`config.mk`:
```
export PLATFORM = sky130hd
export DESIGN_NAME = blkrep_ctrl
export DESIGN_NICKNAME = d
export VERILOG_FILES = /design/src/rtl/blkrep_pkg.sv /design/src/rtl/blkrep_addr_regs.sv /design/src/rtl/blkrep_match.sv /design/src/rtl/blkrep_state.sv /design/src/rtl/blkrep_ctrl.sv
export SDC_FILE = /design/constraint.sdc
export NUM_CORES = 1
export LEC_CHECK = 0
export BUFFER_PORTS_ARGS = -buffer_cell sky130_fd_sc_hd__buf_2
export CAP_MARGIN = 30
export CORE_UTILIZATION = 47
export DETAILED_ROUTE_END_ITERATION = 10
export PLACE_DENSITY_LB_ADDON = 0.3
export SYNTH_ARGS = -nofsm -noshare
export SYNTH_HDL_FRONTEND = slang
export SYNTH_SLANG_ARGS = --single-unit
```
`constraint.sdc`:
```
create_clock -name clk -period 4.45 [get_ports clk]
set_input_delay 1.335 -clock clk [delete_from_list [all_inputs] [get_ports clk]]
set_output_delay 1.335 -clock clk [all_outputs]
set_load 0.05 [all_outputs]
```
`src/rtl/blkrep_pkg.sv`:
```
// Shared definitions for the block repeat controller.
// Assumes a single-bit register select on the software port.
package blkrep_pkg;
    typedef enum logic {
        SEL_COUNT = 1'b0,
        SEL_FLAG  = 1'b1
    } reg_sel_e;
endpackage

```
`src/rtl/blkrep_addr_regs.sv`:
```
// Holds the loop start and end addresses and the configuration-error flag.
// On a start command the start address is taken CMD_WORDS past the command
// and the body length is checked against MIN_BODY. Assumes no address wrap
// inside one loop.
module blkrep_addr_regs #(
    parameter int AW        = 16,
    parameter int CMD_WORDS = 2,
    parameter int MIN_BODY  = 3
) (
    input  logic          clk,
    input  logic          rst_n,
    input  logic          start_cmd,
    input  logic [AW-1:0] cmd_addr,
    input  logic [AW-1:0] end_imm,
    output logic [AW-1:0] start_q,
    output logic [AW-1:0] end_q,
    output logic          cfg_err_q,
    output logic          start_ok
);
    localparam logic [AW:0] FIRST_OFS = (AW+1)'(CMD_WORDS);
    localparam logic [AW:0] LAST_OFS  = (AW+1)'(CMD_WORDS + MIN_BODY - 1);

    logic [AW:0] first_word;
    logic [AW:0] min_end;
    logic        len_ok;

    // Derive the first body word and the shortest legal end address.
    always_comb begin
        first_word = {1'b0, cmd_addr} + FIRST_OFS;
        min_end    = {1'b0, cmd_addr} + LAST_OFS;
        len_ok     = ({1'b0, end_imm} >= min_end);
        start_ok   = start_cmd && len_ok;
    end

    // Capture addresses on a legal start, flag illegal ones.
    always_ff @(posedge clk) begin
        if (!rst_n) begin
            start_q   <= '0;
            end_q     <= '0;
            cfg_err_q <= 1'b0;
        end else if (start_cmd) begin
            cfg_err_q <= !len_ok;
            if (len_ok) begin
                start_q <= first_word[AW-1:0];
                end_q   <= end_imm;
            end
        end
    end
endmodule

```
`src/rtl/blkrep_match.sv`:
```
// Address comparators: detects the end word and the exit checkpoint that
// lies GUARD words before it. Purely combinational.
module blkrep_match #(
    parameter int AW    = 16,
    parameter int GUARD = 4
) (
    input  logic          pc_valid,
    input  logic [AW-1:0] pc_addr,
    input  logic [AW-1:0] end_q,
    output logic          at_end,
    output logic          at_chk
);
    localparam logic [AW-1:0] GUARD_W = AW'(GUARD);

    // Compare the fetch address with the end word and the checkpoint.
    always_comb begin
        at_end = pc_valid && (pc_addr == end_q);
        at_chk = pc_valid && (pc_addr == (end_q - GUARD_W));
    end
endmodule

```
`src/rtl/blkrep_state.sv`:
```
// Repeat counter, active flag and the armed decision bit. armed holds the
// loop-back decision fixed at the checkpoint (or at the last redirect when
// the body is too short to contain one). Software writes win over the
// hardware updates of the counter.
module blkrep_state #(
    parameter int CW = 16
) (
    input  logic          clk,
    input  logic          rst_n,
    input  logic          start_ok,
    input  logic          at_end,
    input  logic          at_chk,
    input  logic          cnt_we,
    input  logic [CW-1:0] cnt_wdata,
    input  logic          flag_we,
    input  logic          flag_wdata,
    output logic [CW-1:0] cnt_q,
    output logic          active_q,
    output logic          take_loop
);
    logic armed_q;
    logic active_sw;
    logic finish;

    // Decide loop-back or exit and the flag value after software access.
    always_comb begin
        take_loop = at_end && armed_q && (cnt_q != '0);
        finish    = at_end && armed_q && (cnt_q == '0);
        active_sw = flag_we ? flag_wdata : active_q;
    end

    // Counter: software write first, then decrement on loop-back.
    always_ff @(posedge clk) begin
        if (!rst_n)
            cnt_q <= '0;
        else if (cnt_we)
            cnt_q <= cnt_wdata;
        else if (take_loop)
            cnt_q <= cnt_q - 1'b1;
    end

    // Active flag: set by start, cleared at the final end word or by software.
    always_ff @(posedge clk) begin
        if (!rst_n)
            active_q <= 1'b0;
        else if (start_ok)
            active_q <= 1'b1;
        else if (finish)
            active_q <= 1'b0;
        else
            active_q <= active_sw;
    end

    // Armed decision: sampled from the flag at the checkpoint and at loop-back.
    always_ff @(posedge clk) begin
        if (!rst_n)
            armed_q <= 1'b0;
        else if (start_ok)
            armed_q <= 1'b1;
        else if (at_end && armed_q)
            armed_q <= take_loop ? active_sw : 1'b0;
        else if (at_chk)
            armed_q <= active_sw;
    end
endmodule

```
`src/rtl/blkrep_ctrl.sv`:
```
// Top of the zero-overhead block repeat controller. Connects the address
// registers, comparators and loop state, and serves the software register
// port. Assumes the sequencer follows redirect in the same cycle.
module blkrep_ctrl #(
    parameter int AW        = 16,
    parameter int CW        = 16,
    parameter int GUARD     = 4,
    parameter int CMD_WORDS = 2,
    parameter int MIN_BODY  = 3
) (
    input  logic          clk,
    input  logic          rst_n,
    input  logic          pc_valid,
    input  logic [AW-1:0] pc_addr,
    input  logic          start_cmd,
    input  logic [AW-1:0] cmd_addr,
    input  logic [AW-1:0] end_imm,
    input  logic          reg_we,
    input  logic          reg_sel,
    input  logic [CW-1:0] reg_wdata,
    output logic [CW-1:0] reg_rdata,
    output logic          redirect,
    output logic [AW-1:0] redirect_addr,
    output logic          cfg_err
);
    import blkrep_pkg::*;

    logic [AW-1:0] start_q;
    logic [AW-1:0] end_q;
    logic          start_ok;
    logic          at_end;
    logic          at_chk;
    logic [CW-1:0] cnt_q;
    logic          active_q;
    logic          cnt_we;
    logic          flag_we;
    reg_sel_e      sel;

    // Decode software writes per register.
    always_comb begin
        sel     = reg_sel_e'(reg_sel);
        cnt_we  = reg_we && (sel == SEL_COUNT);
        flag_we = reg_we && (sel == SEL_FLAG);
    end

    blkrep_addr_regs #(
        .AW(AW), .CMD_WORDS(CMD_WORDS), .MIN_BODY(MIN_BODY)
    ) u_addr (
        .clk(clk), .rst_n(rst_n), .start_cmd(start_cmd),
        .cmd_addr(cmd_addr), .end_imm(end_imm),
        .start_q(start_q), .end_q(end_q), .cfg_err_q(cfg_err),
        .start_ok(start_ok)
    );

    blkrep_match #(.AW(AW), .GUARD(GUARD)) u_match (
        .pc_valid(pc_valid), .pc_addr(pc_addr), .end_q(end_q),
        .at_end(at_end), .at_chk(at_chk)
    );

    blkrep_state #(.CW(CW)) u_state (
        .clk(clk), .rst_n(rst_n), .start_ok(start_ok),
        .at_end(at_end), .at_chk(at_chk),
        .cnt_we(cnt_we), .cnt_wdata(reg_wdata),
        .flag_we(flag_we), .flag_wdata(reg_wdata[0]),
        .cnt_q(cnt_q), .active_q(active_q), .take_loop(redirect)
    );

    // Outputs: start address for redirect and the register read mux.
    always_comb begin
        redirect_addr = start_q;
        if (sel == SEL_COUNT)
            reg_rdata = cnt_q;
        else
            reg_rdata = {{(CW-1){1'b0}}, active_q};
    end
endmodule

```
# --- Yosys cells after proc, flatten, opt, wreduce, memory -nomap -nowiden ---
# Cells that the tools add are included.
op_classes:
  addsub: 4
  magnitude_cmp: 1
  n_eq_ne: 2
  mux: 10
  bitwise_logic: 1
  reduce_logical: 14
ops:
  columns: ["cell", "count"]
  rows:
  - ["$mux W16", 3]
  - ["$eq A16 B16 Y1", 2]
  - ["$add A16 B3 Y17 const B", 1]
  - ["$ge A16 B17 Y1", 1]
  - ["$add A16 B2 Y16 const B", 1]
  - ["$logic_not A16 Y1", 1]
  - ["$reduce_bool A16 Y1", 1]
  - ["$sub A16 B1 Y16 const B", 1]
  - ["$sub A16 B3 Y16 const B", 1]
  - ["$logic_and A1 B1 Y1", 8]
  - ["$mux W1", 7]
  - ["$reduce_bool A3 Y1", 1]
  - ["$reduce_and A2 Y1", 1]
  - ["$reduce_bool A2 Y1", 1]
  - ["$logic_not A1 Y1", 1]
  - ["$not A1 Y1", 1]
word_totals:
  register_bits: 51
  inputBits: 70
  output_inout_bits: 34

# --- Longest topological paths before layout ---
depth:
  ltp_word: 7
  mapped_depth: 15

# --- Cells and area by module ---
# From an unflattened synthesis, not the netlist that was laid out.
hier_totals:
  cells_unflattened: 494
  hier_area_um2: 3968.8
modules_own_cells:
  columns: ["module", "instances", "cells_per_inst", "area_each_um2", "seq_area_each_um2"]
  rows:
  - ["blkrep_addr_regs", 1, 257, 2150.8, 660.6]
  - ["blkrep_state", 1, 131, 1077.3, 360.3]
  - ["blkrep_match", 1, 87, 603.1, 0.0]
  - ["blkrep_ctrl", 1, 19, 137.6, 0.0]

# --- Worst setup path after synthesis ---
# Ideal clock, no wire load.
synth_path:
  kind: "input port to flip-flop"
  start: "input cmd_addr[5]"
  end: "register u_addr.start_q[10]"
  arrival_ps: 4072
  required_ps: 4312
  path_slack_ps: 240
  path_stages: 15
  path_buffers: 4
  path_cell_list: "clkbuf_1 -> nand4_1 -> or2_2 -> nor2_1 -> xnor2_1 -> ha_1 -> nand2_1 -> nor3_1 -> nand2_1 -> o21ai_0 -> o21a_1 -> clkbuf_1 -> clkbuf_1 -> clkbuf_1 -> a211oi_1"
synth_between:
  elab_chain_cells: 3
  word_cells_on_any_way: 4
  classes_between: "add/sub (2); order compare (1); reduce/logical (1)"
synth_lines:
  columns: ["item", "line_no", "text"]
  rows:
  - ["start: declaration", "blkrep_ctrl.sv:16", "input logic [AW-1:0] cmd_addr,"]
  - ["$add A16 B3 Y17", "blkrep_addr_regs.sv:30", "min_end = {1'b0, cmd_addr} + LAST_OFS;"]
  - ["$ge A16 B17 Y1", "blkrep_addr_regs.sv:31", "len_ok = ({1'b0, end_imm} >= min_end);"]
  - ["$reduce_and A2 Y1 (no line)", null, null]
  - ["end signal: assignment", "blkrep_addr_regs.sv:44", "start_q <= first_word[AW-1:0];"]
  - ["end: declaration", "blkrep_addr_regs.sv:15", "output logic [AW-1:0] start_q,"]
# Several ways; a longest one is shown, not always the timed one.
# A chain may end at the register's enable or synchronous reset.

# --- Final worst setup path ---
layout_path:
  start: "input pc_addr[10]"
  end: "output redirect"
layout_between:
  elab_chain_cells: 4
layout_lines:
  columns: ["item", "line_no", "text"]
  rows:
  - ["start: declaration", "blkrep_ctrl.sv:14", "input logic [AW-1:0] pc_addr,"]
  - ["$eq A16 B16 Y1", "blkrep_match.sv:17", "at_end = pc_valid && (pc_addr == end_q);"]
  - ["$logic_and A1 B1 Y1", "blkrep_match.sv:17", null]
  - ["$logic_and A1 B1 Y1 (2 in series)", "blkrep_state.sv:27", "take_loop = at_end && armed_q && (cnt_q != '0);"]
  - ["end: declaration", "blkrep_ctrl.sv:22", "output logic redirect,"]
# No other way between the ends.

==> flow_results.org <==
** Outcome
- The flow ran to the end, and the final reports show no timing, DRC or antenna violations.

** Power and ir drop
- Net Sw Frac :: between 30% and 40%
- Cell internal power was estimated by the tool at 0.7678 mW.
- The analysis attributes to net switching a power of between 0.4 and 0.5 mW.
- Pwr dens :: around 280 nW/um2
- Across the VDD grid, the largest voltage drop is approximately 0.16 mV.
- Fraction of power consumed by the clock network :: between 20% and 30%
- Static leakage power :: roughly 1.8 nW
- In this run, the combinational gates consume 33.3% of the power.
- Sequential group share of total power :: a little over two fifths

** Clock tree
- Clock Root Buffer :: clkbuf_8
- In this run, post-CTS hold repair placed 0 buffers.
- Number of CTS-inserted buffers :: 5
- TritonCTS Sinks :: 51
- The clock reaches the later pin of the worst-skew pair after about 0.3 ns.
- TritonCTS built the clock tree.
- After clock tree synthesis, the clock-pin slew on the worst setup and hold paths is approximately 0.080 ns.
- After clock tree synthesis, the setup repair step added 0 buffers.
- Buffer depth of the longest clock path :: 2
- The clock tree synthesis step divided the H-tree into 2 levels.

** Setup path
- CP peak stage delay :: 0.61 ns
- Reg-to-reg slack, setup :: approximately 1.7 ns
- The worst register-to-register path begins at u_addr.end_q[5].
- Slowest cell on crit path :: or4_1
- Max FO, Critical Path :: 3
- Worst setup path class :: in2out
- Data arrival, critical path :: around 3 ns
- Type of destination of the critical path :: output port
- Counting both buffers and inverters, the worst setup path holds a total of 2.
- Grouping stages by cell kind, the critical path spends the most delay in simple AND/OR/NAND/NOR gates.
- The most critical setup path has its startpoint at pc_addr[10].
- STA classifies the critical path startpoint as an input pin.
- Worst Path Required :: between 3 and 4 ns
- Series of cell instances along the critical path :: buf_2 > xnor2_1 > nand4_1 > or4_1 > nor3_2 > clkbuf_4

** Drt
- Dividing the detail-routed via count by the number of cells gives approximately 5.6.
- After detailed routing, the number of remaining DRC violations is 0.
- DRC marker count from the first detailed-route iteration :: a little over 200
- Dividing the detail-routed wire length by the instance count gives 14.30 um.
- Highest signal layer in the routed design :: met4
- Across all layers, the routed design uses ~3500 vias.
- The pre-antenna-repair detailed-routing pass consisted of 5 iterations.
- For this block, wires on met1 add up to 3764 um.
- Met3 Wirelength :: a little under 700 um
- Detail Route Antenna Nets :: 0
- The final layout contains routed wiring with a total length of between 8000 and 9000 um.
- In the detailed route, the total length drawn on met2 is between 4000 and 5000 um.

** Global route
- Antenna violations before repair :: 0
- Grt total ovfl :: 0
- GRT Overall Usage :: ~23%
- Vias in the first global route :: between 3000 and 4000
- Global-route wire length before repair :: between 10000 and 15000 um
- Largest net degree at the start of global routing :: 32

** Placed design
- Detailed placement finished with a half-perimeter wire length of just under 7000 um.
- Port buffer count :: approximately 100
- Routability-driven placement finished with a final weighted congestion of between 0.8 and 0.9.

** Floorplanning
- Number of I/O pins :: 104
- The floorplan step defined a core boundary enclosing just over 7000 um2.
- The die covers between 7000 and 8000 um2.
- Once the floorplan was initialized, standard cells occupied between 40% and 50% of the core.
- The floorplan step set the die height to about 89 um.
- Num rows :: 31
- Die width :: 88.78 um

** STA
- Relative slew slack :: a little under a third
- Between clock sinks in the finished design, the worst skew comes to between 0.008 and 0.009 ns.
- Final slew viol count :: 0
- Setup violations remaining at the end of the flow were counted as 0.
- Counting I/O delays and the setup requirement, the final critical path takes approximately 4.3 ns.
- Static timing analysis puts the maximum clock frequency at roughly 0.23 GHz.
- Dividing the final minimum period by the clock period gives between 90% and 100%.
- Final Hold Vio Count :: 0
- For the pin with the worst max-slew slack, the measured transition is roughly 1.0 ns.
- Setup TNS :: 0 ns
- Hold timing on the final database bottoms out at a slack of 0.5029 ns.
- Setup repair after global routing missed its margin :: no

** Flow run
- Max-cap violation count :: 0

** Yosys
- Post-Synthesis Cells :: roughly 440
- Of all flip-flops after synthesis, the portion carrying an async set or reset was 0%.
- The share of synthesized area in the top cell type comes to roughly 29%.
- Ranked by total cell area, the synthesized netlist is headed by dfxtp_1 29%, xnor2_1 7.9%, ha_1 7.1%.
- Prevailing post-synth register cell :: dfxtp_1
- In this run, synthesis inferred 0 flip-flops with an integrated enable.
- Yosys warning total :: 0
- Syn nets :: 525
- Sequential cells were found to cover 28.84% of the synthesized design area.
- Synthesized area :: about 3500 um2
- Of all cell types, the one taking the most synthesized area is dfxtp_1.
- A synthesized cell averages 8.137 um2.
- In this run, synthesis produced a sequential element count of 51.
- After synthesis, the netlist uses approximately 50 different library cells.

** Cells and area
- The repair_antennas step left the layout with diodes totalling 0.
- Leaving out fill and tap cells, the most frequent cell in the layout is buf_2.
- Layout cell share with drive strength beyond 1 :: around 24%
- At the end of the flow the core is filled with cells to about three fifths.
- The filler cells instantiated in the layout total 688.
- Most frequent cells in the layout :: 102 x buf_2, 64 x nor2_1, 51 x dfxtp_1, 31 x xnor2_1, 26 x xor2_1
- In the final design database the tool counted 616 nets.
- Compared with the post-synthesis result, the final layout area differs by 19.90%.

** Hold path
- Hold Crit Class :: reg2reg
- The worst hold path begins at u_addr.start_q[0].
[power groups by stage]
| stage | clock, mW | sequential, mW | combinational [mW] |
|---|---|---|---|
| 2_1_floorplan | 0 | 0.567 | 0.238 |
| 3_3_place_gp | 0 | 0.531 | 0.381 |
| 3_5_place_dp | 0 | 0.532 | 0.391 |
| 4_1_cts | 0.278 | 0.521 | 0.394 |
| 5_1_grt | 0.293 | 0.527 | 0.434 |
| 6_report | 0.271 | 0.522 | 0.396 |
[stage by stage]
| stage | worst slack (ns) | cell area, um2 | total power, mW | instances |
|---|---|---|---|---|
| 3_5_place_dp | 0.02896 | 4146 | 0.9228 | 618 |
| 2_1_floorplan | 0.2402 | 3540 | 0.8056 | 435 |
| 4_1_cts | 0.02838 | 4234 | 1.193 | 625 |
| 5_1_grt | 0.003596 | 4244 | 1.254 | 625 |
| 3_3_place_gp | 0.07785 | 4146 | 0.9118 | 618 |
| 6_report | 0.1183 | 4244 | 1.189 | 625 |
[cells by family after synthesis]
family	share of synthesized area [%]
xor gates and xnor gates	14.35
and+or+nand+nor	24.25
adders and majority gates	7.070
DFF	28.84
muxes	6.221
AOI/OAI and AO/OA	14.53
buffers and inverters	4.736
[synth_stat cells, types with 2 or more instances]
library cell / n
a31oi_1: 4
or2_2: 2
clkbuf_1: 22
or3_1: 2
nand3b_1: 2
or4_1: 5
o41ai_1: 2
nand4b_1: 3
inv_1: 12
nand3_1: 16
dfxtp_1: 51
nand2_1: 16
nor3_1: 9
nor4_1: 7
nor4b_1: 2
o21ai_0: 15
mux2i_1: 22
xor2_1: 26
a211oi_1: 23
and4_1: 2
nand4_1: 14
o2111ai_1: 2
a21oi_1: 16
buf_6: 2
and3_1: 3
xnor2_1: 32
nand2b_1: 3
nor2_1: 64
nor2b_1: 15
ha_1: 20
[worst register-to-register path, delay by kind of cell, from the launching register on]
kind               cells  cell delay, ns
AOI/OAI and AO/OA      3            0.26
DFF                    1            0.41
and+or+nand+nor        4            1.96
[what timing repair did]
| action | 4_1_cts | 5_1_grt |
|---|---|---|
| resized for setup | 0 | 2 |
| endpoints found under the hold margin | 0 | 0 |
| setup endpoints to repair | 0 | 1 |
[worst paths after layout]
kind,end,depth (start not counted)
hold reg to reg,u_addr.start_q[0],2
setup reg to reg,u_state.armed_q,7
hold / removal,u_addr.start_q[0],2
setup / recovery,redirect,6
[flip-flops by register name, indices dropped and copies added (netlist names)]
name,cells
u_addr.end_q,16
u_addr.start_q,16
u_state.cnt_q,16
u_addr.cfg_err_q,1
u_state.active_q,1
u_state.armed_q,1
[layout make-up]
cell class,count,area (um2),area share [%]
multi-input cells,344,2360,55.60
flip-flops and latches,51,1021,24.06
repair buffers,111,603.1,14.21
well taps,99,123.9,2.919
clock buffers,6,82.58,1.946
inverters,13,48.80,1.150
clock inverters,1,5.005,0.1179
[metal layers]
metal	global-route usage, %	vias to the layer above
met5	0	-
met4	8.798	0
met3	4.757	23
met2	39.51	142
met1	28.20	1566
li1	-	1743
Power figures use the tool's default switching activity.
